File: src/rtl/edge_stamp_pkg.sv
package edge_stamp_pkg;

    localparam int SLICE_W = 32;
    localparam int TS_W    = 64;

    localparam int OFS_CTRL    = 'h00;
    localparam int OFS_TS_HI   = 'h04;
    localparam int OFS_TS_LO   = 'h08;
    localparam int OFS_SRC     = 'h0C;
    localparam int OFS_CUR     = 'h10;
    localparam int OFS_PREV    = 'h14;
    localparam int OFS_CMD     = 'h1C;
    localparam int OFS_STAT    = 'h20;
    localparam int OFS_EN_BASE = 'h40;
    localparam int EN_STRIDE   = 'h20;

    typedef struct packed {
        logic [TS_W-1:0]    ts;
        logic [7:0]         slice;
        logic [SLICE_W-1:0] cur;
        logic [SLICE_W-1:0] prev;
    } stamp_entry_t;

    typedef struct packed {
        logic [7:0] thresh;
        logic       irq_en;
        logic       run;
    } ctrl_t;

    localparam ctrl_t CTRL_RESET = '{thresh: 8'd1, irq_en: 1'b0, run: 1'b0};

    function automatic logic [31:0] ctrl_to_word(ctrl_t c);
        return {16'h0, c.thresh, 6'h0, c.irq_en, c.run};
    endfunction

    function automatic ctrl_t word_to_ctrl(logic [31:0] w);
        ctrl_t c;
        c.thresh = w[15:8];
        c.irq_en = w[1];
        c.run    = w[0];
        return c;
    endfunction

endpackage

File: src/rtl/es_slice_watch.sv
module es_slice_watch
    import edge_stamp_pkg::*;
(
    input  logic               clk,
    input  logic               rst,
    input  logic [SLICE_W-1:0] raw,
    input  logic [SLICE_W-1:0] mask,
    input  logic               run,
    input  logic [TS_W-1:0]    ts_now,
    input  logic               grant,
    output logic               pend,
    output logic [TS_W-1:0]    pend_ts,
    output logic [SLICE_W-1:0] pend_cur,
    output logic [SLICE_W-1:0] pend_prev
);
    logic [SLICE_W-1:0] sync1_q, sync2_q, seen_q, masked;

    assign masked = sync2_q & mask;

    always_ff @(posedge clk) begin
        if (rst) begin
            sync1_q   <= '0;
            sync2_q   <= '0;
            seen_q    <= '0;
            pend      <= 1'b0;
            pend_ts   <= '0;
            pend_cur  <= '0;
            pend_prev <= '0;
        end else begin
            sync1_q <= raw;
            sync2_q <= sync1_q;
            if (!run) begin
                seen_q <= masked;
                pend   <= 1'b0;
            end else begin
                if (pend && grant)
                    pend <= 1'b0;
                if (!pend && masked != seen_q) begin
                    pend      <= 1'b1;
                    pend_ts   <= ts_now;
                    pend_cur  <= masked;
                    pend_prev <= seen_q;
                    seen_q    <= masked;
                end
            end
        end
    end

    // a waiting event keeps its captured timestamp until it is granted
    a_r5_pend_hold: assert property (@(posedge clk) disable iff (rst)
        (pend && !grant && run) |=> (pend && $stable(pend_ts)));

    // every new event records a real difference
    a_r2_real_change: assert property (@(posedge clk) disable iff (rst)
        $rose(pend) |-> (pend_cur != pend_prev));

endmodule

File: src/rtl/es_pick_lowest.sv
module es_pick_lowest #(
    parameter int N = 2,
    localparam int IDX_W = (N > 1) ? $clog2(N) : 1
) (
    input  logic [N-1:0]     req,
    output logic [N-1:0]     grant,
    output logic [IDX_W-1:0] idx,
    output logic             any
);
    always_comb begin
        grant = '0;
        idx   = '0;
        any   = 1'b0;
        for (int i = 0; i < N; i++) begin
            if (req[i] && !any) begin
                grant[i] = 1'b1;
                idx      = IDX_W'(i);
                any      = 1'b1;
            end
        end
    end

    // at most one slice is granted, and only a requesting one
    always_comb begin
        a_r5_grant_valid: assert (((grant & ~req) == '0) && $onehot0(grant));
    end

endmodule

File: src/rtl/es_event_fifo.sv
module es_event_fifo
    import edge_stamp_pkg::*;
#(
    parameter int DEPTH = 16,
    localparam int CNT_W = $clog2(DEPTH + 1),
    localparam int PTR_W = (DEPTH > 1) ? $clog2(DEPTH) : 1
) (
    input  logic         clk,
    input  logic         rst,
    input  logic         push,
    input  stamp_entry_t push_data,
    input  logic         pop,
    output stamp_entry_t head,
    output logic [CNT_W-1:0] count,
    output logic         full
);
    stamp_entry_t mem [DEPTH];
    logic [PTR_W-1:0] rd_ptr, wr_ptr;
    logic push_ok, pop_ok;

    assign full    = (count == CNT_W'(DEPTH));
    assign push_ok = push && !full;
    assign pop_ok  = pop && (count != '0);
    assign head    = (count != '0) ? mem[rd_ptr] : '0;

    function automatic logic [PTR_W-1:0] bump(logic [PTR_W-1:0] p);
        return (p == PTR_W'(DEPTH - 1)) ? '0 : p + 1'b1;
    endfunction

    always_ff @(posedge clk) begin
        if (rst) begin
            rd_ptr <= '0;
            wr_ptr <= '0;
            count  <= '0;
        end else begin
            if (push_ok) begin
                mem[wr_ptr] <= push_data;
                wr_ptr      <= bump(wr_ptr);
            end
            if (pop_ok)
                rd_ptr <= bump(rd_ptr);
            if (push_ok && !pop_ok)
                count <= count + 1'b1;
            else if (pop_ok && !push_ok)
                count <= count - 1'b1;
        end
    end

    a_r9_no_overflow: assert property (@(posedge clk) disable iff (rst)
        count <= CNT_W'(DEPTH));

    a_r8_pop_empty: assert property (@(posedge clk) disable iff (rst)
        (pop && count == '0 && !push) |=> (count == '0));

    a_r8_pop_one: assert property (@(posedge clk) disable iff (rst)
        (pop && count != '0 && !push) |=> (count == $past(count) - 1'b1));

endmodule

File: src/rtl/edge_stamp_engine.sv
module edge_stamp_engine
    import edge_stamp_pkg::*;
#(
    parameter int NUM_SLICES = 2,
    parameter int FIFO_DEPTH = 16,   // at most 255, to fit the occupancy field
    parameter int ADDR_W     = 12,
    localparam int LINES     = NUM_SLICES * SLICE_W,
    localparam int IDX_W     = (NUM_SLICES > 1) ? $clog2(NUM_SLICES) : 1,
    localparam int CNT_W     = $clog2(FIFO_DEPTH + 1)
) (
    input  logic              clk,
    input  logic              rst,
    input  logic [LINES-1:0]  lines_in,
    input  logic [ADDR_W-1:0] reg_addr,
    input  logic              reg_wr,
    input  logic [31:0]       reg_wdata,
    output logic [31:0]       reg_rdata,
    output logic              irq_o
);
    ctrl_t              ctrl_q;
    logic [SLICE_W-1:0] en_q [NUM_SLICES];
    logic               ovf_q;
    logic [TS_W-1:0]    tick_q;

    logic [NUM_SLICES-1:0] pend, grant;
    logic [TS_W-1:0]       p_ts   [NUM_SLICES];
    logic [SLICE_W-1:0]    p_cur  [NUM_SLICES];
    logic [SLICE_W-1:0]    p_prev [NUM_SLICES];
    logic [IDX_W-1:0]      pick;
    logic                  push;

    stamp_entry_t      entry_in, head;
    logic [CNT_W-1:0]  count;
    logic              full, pop_cmd;
    logic [7:0]        occ;

    assign pop_cmd = reg_wr && (reg_addr == ADDR_W'(OFS_CMD)) && reg_wdata[0];
    assign occ     = 8'(count);

    // free-running tick counter
    always_ff @(posedge clk) begin
        if (rst) tick_q <= '0;
        else     tick_q <= tick_q + 1'b1;
    end

    // control, enables, overflow flag
    always_ff @(posedge clk) begin
        if (rst) begin
            ctrl_q <= CTRL_RESET;
            ovf_q  <= 1'b0;
            for (int s = 0; s < NUM_SLICES; s++) en_q[s] <= '0;
        end else begin
            if (reg_wr && reg_addr == ADDR_W'(OFS_CTRL))
                ctrl_q <= word_to_ctrl(reg_wdata);
            for (int s = 0; s < NUM_SLICES; s++)
                if (reg_wr && reg_addr == ADDR_W'(OFS_EN_BASE + s * EN_STRIDE))
                    en_q[s] <= reg_wdata;
            if (push && full)
                ovf_q <= 1'b1;
            else if (reg_wr && reg_addr == ADDR_W'(OFS_STAT) && reg_wdata[0])
                ovf_q <= 1'b0;
        end
    end

    generate
        for (genvar s = 0; s < NUM_SLICES; s++) begin : g_slice
            es_slice_watch u_watch (
                .clk       (clk),
                .rst       (rst),
                .raw       (lines_in[s*SLICE_W +: SLICE_W]),
                .mask      (en_q[s]),
                .run       (ctrl_q.run),
                .ts_now    (tick_q),
                .grant     (grant[s]),
                .pend      (pend[s]),
                .pend_ts   (p_ts[s]),
                .pend_cur  (p_cur[s]),
                .pend_prev (p_prev[s])
            );
        end
    endgenerate

    es_pick_lowest #(.N(NUM_SLICES)) u_pick (
        .req   (pend),
        .grant (grant),
        .idx   (pick),
        .any   (push)
    );

    always_comb begin
        entry_in.ts    = p_ts[pick];
        entry_in.slice = 8'(pick);
        entry_in.cur   = p_cur[pick];
        entry_in.prev  = p_prev[pick];
    end

    es_event_fifo #(.DEPTH(FIFO_DEPTH)) u_fifo (
        .clk       (clk),
        .rst       (rst),
        .push      (push),
        .push_data (entry_in),
        .pop       (pop_cmd),
        .head      (head),
        .count     (count),
        .full      (full)
    );

    assign irq_o = ctrl_q.run && ctrl_q.irq_en && (occ >= ctrl_q.thresh);

    always_comb begin
        reg_rdata = '0;
        case (reg_addr)
            ADDR_W'(OFS_CTRL):  reg_rdata = ctrl_to_word(ctrl_q);
            ADDR_W'(OFS_TS_HI): reg_rdata = head.ts[63:32];
            ADDR_W'(OFS_TS_LO): reg_rdata = head.ts[31:0];
            ADDR_W'(OFS_SRC):   reg_rdata = {8'h0, head.slice, 16'h0};
            ADDR_W'(OFS_CUR):   reg_rdata = head.cur;
            ADDR_W'(OFS_PREV):  reg_rdata = head.prev;
            ADDR_W'(OFS_STAT):  reg_rdata = {16'h0, occ, 7'h0, ovf_q};
            default:            reg_rdata = '0;
        endcase
        for (int s = 0; s < NUM_SLICES; s++)
            if (reg_addr == ADDR_W'(OFS_EN_BASE + s * EN_STRIDE))
                reg_rdata = en_q[s];
    end

    // the overflow flag stays set until software clears it
    a_r9_ovf_sticky: assert property (@(posedge clk) disable iff (rst)
        (ovf_q && !(reg_wr && reg_addr == ADDR_W'(OFS_STAT) && reg_wdata[0]))
        |=> ovf_q);

    // a stopped engine has no event waiting one cycle after it stops
    a_r11_idle_when_stopped: assert property (@(posedge clk) disable iff (rst)
        (!ctrl_q.run && !$past(ctrl_q.run)) |-> (pend == '0));

    // the interrupt falls after a pop that takes occupancy below the threshold
    a_r10_irq_drop: assert property (@(posedge clk) disable iff (rst)
        (irq_o && pop_cmd && !push && occ == ctrl_q.thresh
         && !(reg_wr && reg_addr == ADDR_W'(OFS_CTRL))) |=> !irq_o);

endmodule

File: config.mk
export PLATFORM = sky130hd
export DESIGN_NAME = edge_stamp_engine
export DESIGN_NICKNAME = d
export VERILOG_FILES = /design/src/rtl/edge_stamp_pkg.sv /design/src/rtl/es_slice_watch.sv /design/src/rtl/es_pick_lowest.sv /design/src/rtl/es_event_fifo.sv /design/src/rtl/edge_stamp_engine.sv
export SDC_FILE = /design/constraint.sdc
export NUM_CORES = 2
export LEC_CHECK = 0
export ABC_AREA = 1
export CORE_UTILIZATION = 30
export DETAILED_ROUTE_END_ITERATION = 6
export DONT_BUFFER_PORTS = 1
export SYNTH_ARGS = -nofsm -noshare
export SYNTH_HDL_FRONTEND = slang
export SYNTH_SLANG_ARGS = --single-unit
File: constraint.sdc
create_clock -name clk -period 12.5 [get_ports clk]
set_input_delay 1.25 -clock clk [delete_from_list [all_inputs] [get_ports clk]]
set_output_delay 1.25 -clock clk [all_outputs]
set_load 0.05 [all_outputs]
==> impl_metrics.ini <==
[routing]
drt_iter0_markers = 8239
wl_um = 315000
post_drt_wl_per_cell_um = 19.2
vias = 77900
via_per_inst = 4.76
drc = 0
ant_nets = 0
dr.pass1.iters = 6

[clock_tree]
clockBufferDepth = 4
post_cts_resized = 0
cts_tree = built
clock_sinks = 2670
h-tree-depth = 5
clock_latency_ns = 0.87
cts_root_buffer = clkbuf_16
numCtsBuffers = 269
post_cts_buffers = 0
hold_buffers = 0
clk_pin_slew_ns = 0.06

[power_and_ir_drop]
peakVddDrop_mv = 0.125
p_comb_frac = 0.006
switching_power_mw = 3.49
p_int_mw = 14.0
pwr-share-clk = 0.451
power-per-cell-area_nw_per_um2 = 139
p_leak_nw = 48.9
seqPwrFrac = 0.543
p_sw_frac = 0.199

[layout]
multi_input_area_um2 = 30500
register_area_um2 = 74800
area_delta_synth_final_pct = 12.6
drive_gt1_frac = 0.0606
finalInstanceArea_um2 = 126000
fillCellCount = 37000
nNetsFinal = 11300

[die]
dieHeight_um = 612
initial_core_util = 0.302
die_w_um = 612
fp.dieArea_um2 = 375000
design.core.area_um2 = 370000
num_io_pins = 144
rows = 223

[setup_path]
path_max_fanout = 151
path_class = register to output port
start_kind = register
cp-end-kind = output port
cp.required_ns = 11.25
cp.arrival_ns = 6.65

[synthesis]
syn_area_per_cell_um2 = 9.82
ys_warn_count = 0
synth-edff-count = 2128
yosysSeqAreaShare = 0.670
synth_top_area_share = 0.572
ys_top_cells_by_area = edfxtp_1 57%, nand2_1 11%, dfxtp_1 9.7%
syn-instance-count = 11400
syn_nets = 11500
synth_area_um2 = 112000
synth-seq-cells = 2670
synth_area_leader_cell = edfxtp_1
synth_flop_cell = edfxtp_1
async_flop_share = 0
ys_types = 47

[global_routing]
antenna_found_initial = 8
grt_pass1_wl_um = 465000
grt.total_usage = 0.163
grt_max_degree = 219
grt-ovfl-total = 0
grt_pass1_vias = 71800

[timing]
finalHoldViolCount = 0
slew_headroom = 0.138
slew_viol_final = 0
period_minus_slack_ns = 7.90
fin_setup_tns_ns = 0
fmax_ghz = 0.127
period_share = 0.632
whs_ns = 0.379
rsz0062_at_grt = no
tightest_slew_ns = 1.29
setup_viol = 0
setup_ws_ns = 4.60
fin_skew_ns = 0.0557

[placed_design]
dpl_cell_area_um2 = 117000
gp_congestion = 0.903
dp_hpwl_um = 164000
io_buffer_count = 0
pre_cts_slack_ns = 5.47

[outcome]
outcome = completed

[worst_hold_path]
hold_path_class = register to register

[job]
drv_cap = 0
==> power groups by stage <==
stage          Combinational, mW  Sequential (mW)  Clock (mW)
2_1_floorplan             0.0900             9.69           0
3_3_place_gp               0.112             9.70           0
3_5_place_dp               0.113             9.70           0
4_1_cts                    0.113             9.51        8.01
5_1_grt                    0.127             9.51        8.34
6_report                   0.113             9.51        7.90
==> critical path, stage by stage (launching register included) <==
cell and delay, ns:
dfxtp_4 0.64, buf_4 0.77, buf_4 0.79, buf_4 0.76, buf_12 0.52, nand2_1 0.12
o211ai_1 0.11, o211ai_1 0.11, nand3_1 0.11, nand2_1 0.06, nand3_1 0.06, nand2_1 0.07
nor2_1 0.68, nand3_1 0.69
==> final cells by class <==
cell class / instances / share of cell area
Timing Repair Buffer: 209 / 0.0150
Sequential cell: 2670 / 0.595
Clock inverter: 109 / 0.00783
Clock buffer: 361 / 0.0596
Antenna cell: 2 / 0.0000398
Tap cell: 4950 / 0.0493
Inverter: 1017 / 0.0307
Multi-Input combinational cell: 7042 / 0.243
==> path summary, 6_finish.rpt <==
path / to / slack [ns] / start / cells after the start
min reg2reg: g_slice[0].u_watch.sync2_q[27]$_SDFF_PP0_ / 0.38 / g_slice[0].u_watch.sync1_q[27]$_SDFF_PP0_ / 2
max: reg_rdata[19] / 4.60 / register / 13
min: g_slice[0].u_watch.sync2_q[27]$_SDFF_PP0_ / 0.38 / g_slice[0].u_watch.sync1_q[27]$_SDFF_PP0_ / 2
max reg2reg: u_fifo.mem[7][120]$_DFFE_PP_ / 7.93 / g_slice[1].u_watch.pend$_SDFFE_PP0P_ / 9
==> cells in the mapped netlist (all sizes together), types with 2 or more instances <==
cell    number
a211oi       4
edfxtp    2128
inv       1015
nand2     3285
dfxtp      542
a31oi        2
and3         2
or2         18
o211ai      85
a21boi       8
nand3b       8
nand3     1365
nor4         4
nor3        53
clkbuf     231
nor3b        3
a21oi      182
buf        401
ha          15
o21a         5
xor2        27
o21ai      476
o22ai        8
clkinv       2
nand4       72
nor2      1414
o31ai        2
==> layout by cell type (no fill, tap or decap), types with 182 or more instances in the layout <==
cell type | Yosys | layout
a21oi_1 | 182 | 182
buf_4 | 29 | 184
clkbuf_16 | 0 | 280
dfxtp_1 | 542 | 537
edfxtp_1 | 2128 | 2128
inv_1 | 998 | 998
nand2_1 | 3283 | 3281
nand3_1 | 1360 | 1359
nor2_1 | 1399 | 1383
o21ai_0 | 441 | 386
==> flip-flops by register name (all words and copies together) (netlist names), 4 cells and up, named ones only <==
signal                     flops
ctrl_q                        10
en_q                          64
g_slice.u_watch.pend_cur      64
g_slice.u_watch.pend_prev     64
g_slice.u_watch.pend_ts      128
g_slice.u_watch.seen_q        64
g_slice.u_watch.sync1_q       64
g_slice.u_watch.sync2_q       64
tick_q                        64
u_fifo.count                   5
u_fifo.mem                  2064
u_fifo.rd_ptr                  4
u_fifo.wr_ptr                  4
==> metal layers <==
| layer | global-route usage | vias to the layer above | wire length (um) |
|---|---|---|---|
| li1 | - | 37100 | - |
| met1 | 0.228 | 37500 | 140000 |
| met2 | 0.262 | 2773 | 145000 |
| met3 | 0.0251 | 416 | 23100 |
| met4 | 0.0389 | 2 | 6920 |
| met5 | 0 | - | 105 |
==> through the flow <==
step / std cells / power [mW] / utilization
3_3_place_gp: 15900 / 9.81 / 0.317
6_report: 16400 / 17.5 / 0.340
3_5_place_dp: 15900 / 9.81 / 0.317
4_1_cts: 16400 / 17.6 / 0.340
5_1_grt: 16400 / 18.0 / 0.340
2_1_floorplan: 11400 / 9.78 / -
==> cell families after synthesis <==
| family | after synthesis | synth area share |
|---|---|---|
| XOR/XNOR | 28 | 0.00220 |
| flip-flops | 2670 | 0.670 |
| AND/OR/NAND/NOR | 6225 | 0.229 |
| buffers and inverters | 1649 | 0.0598 |
| adder cells (fa/ha/maj) | 16 | 0.00186 |
| AO/OA/AOI/OAI | 773 | 0.0371 |
(Power assumes the default switching activity.)
